[src/rtl/supply_guard_pkg.sv]
`timescale 1ns/1ps
package supply_guard_pkg;

  typedef enum logic [2:0] {
    SUP_IDLE    = 3'd0,
    SUP_PFWAIT  = 3'd1,
    SUP_LOCKED  = 3'd2,
    SUP_BATTERY = 3'd3,
    SUP_RECOVER = 3'd4
  } supState_t;

  // control -> datapath strobe bundle
  typedef struct packed {
    logic blockAll;
    logic allowWe;
  } gateCtl_t;

  function automatic int maxOf(input int a, input int b);
    return (a > b) ? a : b;
  endfunction

endpackage

[src/rtl/supply_guard_ctrl.sv]
`timescale 1ns/1ps
module supply_guard_ctrl
  import supply_guard_pkg::*;
#(
  parameter int PF_DLY_CYC  = 20000,
  parameter int REC_DLY_CYC = 16000000
) (
  input  logic     clk,
  input  logic     rstN,
  input  logic     pfOk,
  input  logic     soOk,
  input  logic     hostCeN,
  input  logic     hostWeN,
  output gateCtl_t gateCtl,
  output logic     batSel,
  output logic     wrProt
);

  localparam int CNT_W = $clog2(maxOf(PF_DLY_CYC, REC_DLY_CYC) + 1);
  localparam logic [CNT_W-1:0] PF_LAST  = CNT_W'(PF_DLY_CYC - 1);
  localparam logic [CNT_W-1:0] REC_LAST = CNT_W'(REC_DLY_CYC - 1);

  supState_t        st, stNext;
  logic [CNT_W-1:0] cnt;
  logic             loadCnt;
  logic             inDelay;
  logic             wrHold;
  logic             hostWr;

  assign hostWr  = !hostCeN && !hostWeN;
  assign inDelay = (st == SUP_PFWAIT) || (st == SUP_RECOVER);

  always_comb begin
    stNext  = st;
    loadCnt = 1'b0;
    if (!soOk) begin
      stNext = SUP_BATTERY;
    end else begin
      case (st)
        SUP_IDLE: begin
          if (!pfOk) begin
            stNext  = SUP_PFWAIT;
            loadCnt = 1'b1;
          end
        end
        SUP_PFWAIT: begin
          if (pfOk)                stNext = SUP_IDLE;
          else if (cnt == PF_LAST) stNext = SUP_LOCKED;
        end
        SUP_LOCKED: begin
          if (pfOk) begin
            stNext  = SUP_RECOVER;
            loadCnt = 1'b1;
          end
        end
        SUP_BATTERY: begin
          if (pfOk) begin
            stNext  = SUP_RECOVER;
            loadCnt = 1'b1;
          end else begin
            stNext = SUP_LOCKED;
          end
        end
        SUP_RECOVER: begin
          if (!pfOk)                stNext = SUP_LOCKED;
          else if (cnt == REC_LAST) stNext = SUP_IDLE;
        end
        default: stNext = SUP_LOCKED;
      endcase
    end
  end

  always_ff @(posedge clk or negedge rstN) begin
    if (!rstN) begin
      st     <= SUP_LOCKED;
      cnt    <= '0;
      wrHold <= 1'b0;
    end else begin
      st <= stNext;
      if (loadCnt || !inDelay) cnt <= '0;
      else                     cnt <= cnt + 1'b1;
      case (st)
        SUP_IDLE:   wrHold <= hostWr;
        SUP_PFWAIT: wrHold <= wrHold && hostWr;
        default:    wrHold <= 1'b0;
      endcase
    end
  end

  always_comb begin
    gateCtl.blockAll = !((st == SUP_IDLE) || (st == SUP_PFWAIT));
    gateCtl.allowWe  = (st == SUP_IDLE) || ((st == SUP_PFWAIT) && wrHold && hostWr);
  end

  assign batSel = (st == SUP_BATTERY);
  assign wrProt = gateCtl.blockAll;

endmodule

[src/rtl/supply_guard_gate.sv]
`timescale 1ns/1ps
module supply_guard_gate
  import supply_guard_pkg::*;
(
  input  gateCtl_t gateCtl,
  input  logic     hostCeN,
  input  logic     hostWeN,
  input  logic     hostOeN,
  output logic     ramCeN,
  output logic     ramWeN,
  output logic     ramOeN,
  output logic     outHiZ
);

  always_comb begin
    ramCeN = gateCtl.blockAll | hostCeN;
    ramOeN = gateCtl.blockAll | hostOeN;
    ramWeN = gateCtl.blockAll | !gateCtl.allowWe | hostWeN;
    outHiZ = gateCtl.blockAll | hostCeN | hostOeN | !hostWeN;
  end

endmodule

[src/rtl/supply_guard.sv]
`timescale 1ns/1ps
module supply_guard
  import supply_guard_pkg::*;
#(
  parameter int PF_DLY_CYC  = 20000,
  parameter int REC_DLY_CYC = 16000000
) (
  input  logic clk,
  input  logic rstN,
  input  logic pfOk,
  input  logic soOk,
  input  logic hostCeN,
  input  logic hostWeN,
  input  logic hostOeN,
  output logic ramCeN,
  output logic ramWeN,
  output logic ramOeN,
  output logic batSel,
  output logic wrProt,
  output logic outHiZ
);

  gateCtl_t gateCtl;

  supply_guard_ctrl #(
    .PF_DLY_CYC (PF_DLY_CYC),
    .REC_DLY_CYC(REC_DLY_CYC)
  ) u_ctrl (
    .clk    (clk),
    .rstN   (rstN),
    .pfOk   (pfOk),
    .soOk   (soOk),
    .hostCeN(hostCeN),
    .hostWeN(hostWeN),
    .gateCtl(gateCtl),
    .batSel (batSel),
    .wrProt (wrProt)
  );

  supply_guard_gate u_gate (
    .gateCtl(gateCtl),
    .hostCeN(hostCeN),
    .hostWeN(hostWeN),
    .hostOeN(hostOeN),
    .ramCeN (ramCeN),
    .ramWeN (ramWeN),
    .ramOeN (ramOeN),
    .outHiZ (outHiZ)
  );

endmodule

[config.mk]
export PLATFORM = sky130hd
export DESIGN_NAME = supply_guard
export DESIGN_NICKNAME = d
export VERILOG_FILES = /design/src/rtl/supply_guard_pkg.sv /design/src/rtl/supply_guard_ctrl.sv /design/src/rtl/supply_guard_gate.sv /design/src/rtl/supply_guard.sv
export SDC_FILE = /design/constraint.sdc
export NUM_CORES = 1
export LEC_CHECK = 0
export ABC_CLOCK_PERIOD_IN_PS = 2100
export CELL_PAD_IN_SITES_DETAIL_PLACEMENT = 1
export CELL_PAD_IN_SITES_GLOBAL_PLACEMENT = 1
export CORE_MARGIN = 2
export CORE_UTILIZATION = 43
export CTS_CLUSTER_SIZE = 14
export DETAILED_ROUTE_END_ITERATION = 8
export HOLD_SLACK_MARGIN = 0.06
export PLACE_DENSITY = 0.88
export SYNTH_ARGS = -nofsm -noshare
export SYNTH_HDL_FRONTEND = slang
export SYNTH_SLANG_ARGS = --single-unit
[constraint.sdc]
create_clock -name clk -period 2.1 [get_ports clk]
set_input_delay 0.21 -clock clk [delete_from_list [all_inputs] [get_ports clk]]
set_output_delay 0.21 -clock clk [all_outputs]
set_load 0.005 [all_outputs]
After elaboration in Yosys (flattened, before gate mapping)
Index checks and enable logic that the tools add are counted.
{"block": "word_totals", "register_bits": 28, "latchBits": 0, "ram_bits": 0, "romBits": 0, "in_bits": 7, "output_inout_bits": 6, "elab_cells": 51, "n_memories": 0}
{"block": "classes", "n_addsub": 1, "n_mul": 0, "n_div": 0, "n_lt_le_gt_ge": 0, "n_eq_ne": 10, "shifts": 0, "n_mux": 15, "bitwise_logic": 6, "reduce_logical": 16}
{"cell": "$add 24x1->24 const B", "n": 1}
{"cell": "$eq 24x15->1 const B", "n": 1}
{"cell": "$eq 24x24->1 const B", "n": 1}
{"cell": "$mux 24", "n": 1}
{"cell": "$mux 3", "n": 8}
{"cell": "$pmux 3 s5", "n": 1}
{"cell": "$eq 3x2->1 const B", "n": 2}
{"cell": "$ne 3x3->1 const B", "n": 2}
{"cell": "$or 1x1->1", "n": 6}
{"cell": "$logic_not 1->1", "n": 5}
{"cell": "$logic_and 1x1->1", "n": 4}
{"cell": "$logic_or 1x1->1", "n": 4}
{"cell": "$ne 4x3->1 const B", "n": 1}
{"cell": "$ne 4x4->1 const B", "n": 1}
{"cell": "$pmux 1 s2", "n": 2}
{"cell": "$reduce_and 4->1", "n": 1}
{"cell": "$eq 3x1->1 const B", "n": 1}
{"cell": "$eq 3x3->1 const B", "n": 1}
{"cell": "$logic_not 3->1", "n": 1}
{"cell": "$mux 1", "n": 3}
{"cell": "$reduce_or 2->1", "n": 1}

Logic depth before layout (Yosys ltp)
{"block": "logic_depth", "word_depth": 7, "depth_mapped": 6, "depth_no_buf": 5}

Hierarchy
A second synthesis with hierarchy kept.
{"block": "unflattened", "cells_unflattened": 161, "area_unflattened_um2": 1507.7}
{"module": "supply_guard_ctrl", "n_inst": 1, "cells_each": 157, "area_each_um2": 1476.4, "seq_area_each_um2": 701.9}
{"module": "supply_guard_gate", "n_inst": 1, "cells_each": 4, "area_each_um2": 31.3, "seq_area_each_um2": 0.0}

Least setup slack after synthesis
Ideal clock, no wire load.
{"block": "synth_path", "path_kind": "reg2reg", "start": "register u_ctrl.cnt[14]", "end": "register u_ctrl.cnt[23]", "arrival_time_ps": 1520, "t_required_ps": 2022, "slack_ps": 502, "path_stages_with_launch": 6, "path_cell_list": "dfrtp_1 -> clkbuf_1 -> nand2_1 -> or4_1 -> or3_1 -> a21oi_1"}
{"block": "synth_between", "elab_chain_cells": 2}
{"element": "start, declared", "line_no": "supply_guard_ctrl.sv:24", "rtl": "logic [CNT_W-1:0] cnt;"}
{"element": "start signal, assigned", "line_no": "supply_guard_ctrl.sv:81", "rtl": "else cnt <= cnt + 1'b1;"}
{"element": "$add 24x1->24", "line_no": "supply_guard_ctrl.sv:81"}
{"element": "$mux 24", "line_no": "supply_guard_ctrl.sv:80", "rtl": "if (loadCnt || !inDelay) cnt <= '0;"}
No other way between the ends.
A chain may end at the register's enable or synchronous reset.

Worst setup path in the final report
{"block": "layout_path", "start": "register u_ctrl.st[1]", "end": "output outHiZ"}
{"block": "layout_between", "elab_chain_cells": 6}
{"element": "start, declared", "line_no": "supply_guard_ctrl.sv:23", "rtl": "supState_t st, stNext;"}
{"element": "start signal, assigned", "line_no": "supply_guard_ctrl.sv:79", "rtl": "st <= stNext;"}
{"element": "$eq 3x1->1 or $logic_not 3->1 (tied branches)", "line_no": "supply_guard_ctrl.sv:91", "rtl": "gateCtl.blockAll = !((st == SUP_IDLE) || (st == SUP_PFWAIT));"}
{"element": "$logic_or 1x1->1 *", "line_no": "supply_guard_ctrl.sv:91"}
{"element": "$logic_not 1->1 *", "line_no": "supply_guard_ctrl.sv:91"}
{"element": "$or 1x1->1 * (3 in a row)", "line_no": "supply_guard_gate.sv:19", "rtl": "outHiZ = gateCtl.blockAll | hostCeN | hostOeN | !hostWeN;"}
{"element": "end, declared", "line_no": "supply_guard.sv:20", "rtl": "output logic outHiZ"}
Mark *: on every way between the ends. The rest lies on a longest branch, timed or not.

==> summary.txt <==
Status
  – Status: finished clean

Power
  – Internal: 0.665 mW
  – Flop pwr share: 62.7%
  – Clock share of power: 26.6%
  – Sw power: 0.222 mW
  – Pleak: 0.703 nW
  – VDD IR max: 0.278 mV
  – Sw frac: 25.0%
  – Pwr Total: 0.887 mW
  – Total power divided by cell area: 509 nW/um2
  – Gate power share: 10.7%

Worst setup path
  – CP Max Fanout: 4
  – Worst reg-to-reg setup slack: 240 ps
  – Bufs and invs on worst path: 2
  – Crit path kind: register to output port
  – Worst Setup End Kind: output port
  – Crit path cell chain: nor2_4 > inv_1 > nor2_1 > nand3_1 > clkdlybuf4s50_1
  – Req. time, crit path: 1890 ps
  – RR Startpoint: u_ctrl.cnt[5]$_DFF_PN0_
  – Reg-to-Reg End: u_ctrl.cnt[15]$_DFF_PN0_
  – Largest delay share family, worst path: buffers and inverters
  – Register-to-Register Path Depth: 4
  – Startpoint class of the critical path: register
  – Critical Path AT: 1800 ps
  – Worst path slowest cell: dfstp_2
  – Worst stage delay on the critical path: 610 ps

Detailed routing
  – Avg Vias per Cell: 5.84
  – Routed Wire Length: 3870 um
  – First DRT Iteration DRCs: 40
  – Drt pass-1 iters: 4
  – Antenna-violating nets left: 0
  – Average routed wire per standard cell: 17.2 um
  – Via count: 1313
  – DRC errors left: 0

STA
  – Period minus WS final: 2010 ps
  – Max Clock Freq: 0.499 GHz
  – RSZ-0062 raised after global routing: false
  – Worst-margin pin slew: 394 ps
  – Final Skew: 9.12 ps
  – Slew Limit Fails: 0
  – Rel. slew slack: 73.6%
  – Final hold vios: 0
  – Setup violators final: 0
  – Post-route setup TNS: 0 ps
  – Final setup margin: 94.9 ps
  – Final cycle utilization of the critical path: 95.5%

Min path
  – Worst Hold Class: primary input to asynchronous set/reset pin

Synthesis
  – Syn Area/Cell: 9.25 um2
  – Syn_nets: 172
  – FFs w/ async S/R, synth: 100%
  – Synth Warn #: 0
  – Seq/Total Area, Yosys: 46.3%
  – Post-synth EDFFs: 0
  – Number of synthesized register bits: 28
  – Synth Flop Type: dfrtp_1
  – Mapped Cells: 164
  – Area of the mapped netlist: 1520 um2
  – Yosys cell types: 34

Clock tree
  – Hold-fix buffers, CTS: 0
  – Worst-skew pair later-pin latency: 330 ps
  – CTS buffer count: 3
  – Clock transition at path regs: 160 ps
  – Deepest clock path buffer count: 2
  – Clock Tree Root: clkbuf_4
  – H-Tree Depth: 1
  – Clock sink total: 28
  – CTS tree: built

Cells and area
  – Finished Layout Cells: 225
  – Area growth syn-to-layout: 14.9%
  – Share of layout cells above drive strength 1: 7.26%
  – Layout Nets: 188
  – Ant diodes: 0

Die
  – Die area: 4020 um2
  – Die height: 63.4 um
  – CORE AREA: 3360 um2
  – Row count: 21
  – DIE WIDTH: 63.4 um
  – Initial core utilization: 45.1%
  – I/O pin cnt: 13

Placed design
  – Post-DP HPWL: 2800 um
  – Setup Slack @ Placement: 291 ps
  – DP Cell Count: 218
  – I/O Buffers: 12
  – GPL Wtd Cong: 0.811

Flow run
  – Max-cap violations: 0

GRT
  – Vias in the first global route: 1382
  – Gr usage total: 20.7%
  – Global-route wire length before repair: 6620 um
  – Largest net degree at the start of global routing: 29
  – Initial antenna violation count: 0
  – Grt ovf: 0
-- state kept, by name, indices dropped and copies added (netlist names) --
| register | cells |
|---|---|
| u_ctrl.cnt | 24 |
| u_ctrl.st | 3 |
| u_ctrl.wrHold | 1 |
-- kinds of logic (layout without fill, tap and decap cells) --
kind of cell               after synthesis  in the layout  share of synthesized area, %
buffers and inverters                   13             28                          3.47
and+or+nand+nor                         88             88                          32.6
muxes                                    3              3                          1.98
AOI/OAI and AO/OA                       16             16                          6.19
xor gates and xnor gates                15             15                          8.66
DFF                                     28             28                          46.3
adders and majority gates                1              1                         0.825
-- area by class of cell --
cell class / instances / area, um2
Sequential cell: 28 / 702
Tap cell: 46 / 57.6
Timing Repair Buffer: 17 / 160
Inverter: 7 / 26.3
Multi-Input combinational cell: 123 / 769
Clock buffer: 4 / 26.3
Fill cell: 411 / 1620
-- synthesized netlist by cell type, types with 2 or more instances --
library cell	count	area (um2)
nor2_1	23	86.3
clkbuf_1	3	11.3
dfrtp_1	27	676
and3_1	2	12.5
nor3_1	3	15.0
xnor2_1	3	26.3
and4_1	5	43.8
nor4_1	5	31.3
xor2_1	12	105
mux2i_1	3	30.0
nand2_1	12	45.0
or3_1	7	43.8
nor4bb_1	2	20.0
nand3_1	11	55.1
buf_2	2	10.0
nand4_1	9	56.3
and2_1	2	12.5
a21oi_1	6	30.0
o21ai_0	6	30.0
inv_1	7	26.3
-- worst max path at each step --
stage	end	cells after the start	startpoint
after global placement	ramWeN	4	u_ctrl.st[2]$_DFFE_PN0P_
after detailed placement	u_ctrl.cnt[15]$_DFF_PN0_	4	u_ctrl.cnt[5]$_DFF_PN0_
after floorplan	u_ctrl.cnt[23]$_DFF_PN0_	5	u_ctrl.cnt[14]$_DFF_PN0_
after global routing	outHiZ	5	u_ctrl.st[1]$_DFFE_PN1P_
after CTS	ramWeN	4	u_ctrl.st[2]$_DFFE_PN0P_
final	outHiZ	5	u_ctrl.st[1]$_DFFE_PN1P_
-- per-stage QoR --
step	hold slack (ps)	cell area (um2)	utilization, %
floorplan	-85.6	1520	-
global placement	462	1680	50.0
detailed placement	476	1680	50.0
CTS	256	1720	51.1
global route	263	1740	51.8
finish	241	1740	51.8
-- timing repair --
action	CTS	global route
resized for setup	1	2
hold endpoints to repair	0	0
setup endpoints to repair	1	2
setup buffers	1	2
cloned	0	0
-- layer usage --
| layer | vias up | track usage [%] | share of wire (%) |
|---|---|---|---|
| li1 | 620 | - | - |
| met4 | 0 | 6.52 | 1.8 |
| met2 | 20 | 36.4 | 50 |
| met3 | 6 | 2.32 | 2.1 |
| met1 | 667 | 26.6 | 46 |
| met5 | - | 0 | 0 |
-- layout by cell type, fill, tap and decap left out, drive strengths merged, types with 4 or more instances in the layout --
cell / Yosys / layout
clkbuf: 4 / 4
and4: 5 / 5
or3: 7 / 7
dfrtp: 27 / 27
nor4: 5 / 5
inv: 7 / 7
buf: 2 / 5
nand4: 11 / 11
nor2: 23 / 23
o21ai: 6 / 6
nand3: 11 / 11
a21oi: 6 / 6
nand2: 12 / 12
clkdlybuf4s50: 0 / 11
xor2: 12 / 12
-- power groups by stage --
stage	combinational, mW	sequential (mW)	clock (mW)
global placement	0.0816	0.565	0
floorplan	0.0376	0.563	0
finish	0.0951	0.555	0.236
global route	0.106	0.557	0.257
detailed placement	0.0860	0.565	0
CTS	0.0893	0.555	0.236
Note: power is estimated with default switching activity, not from simulation.
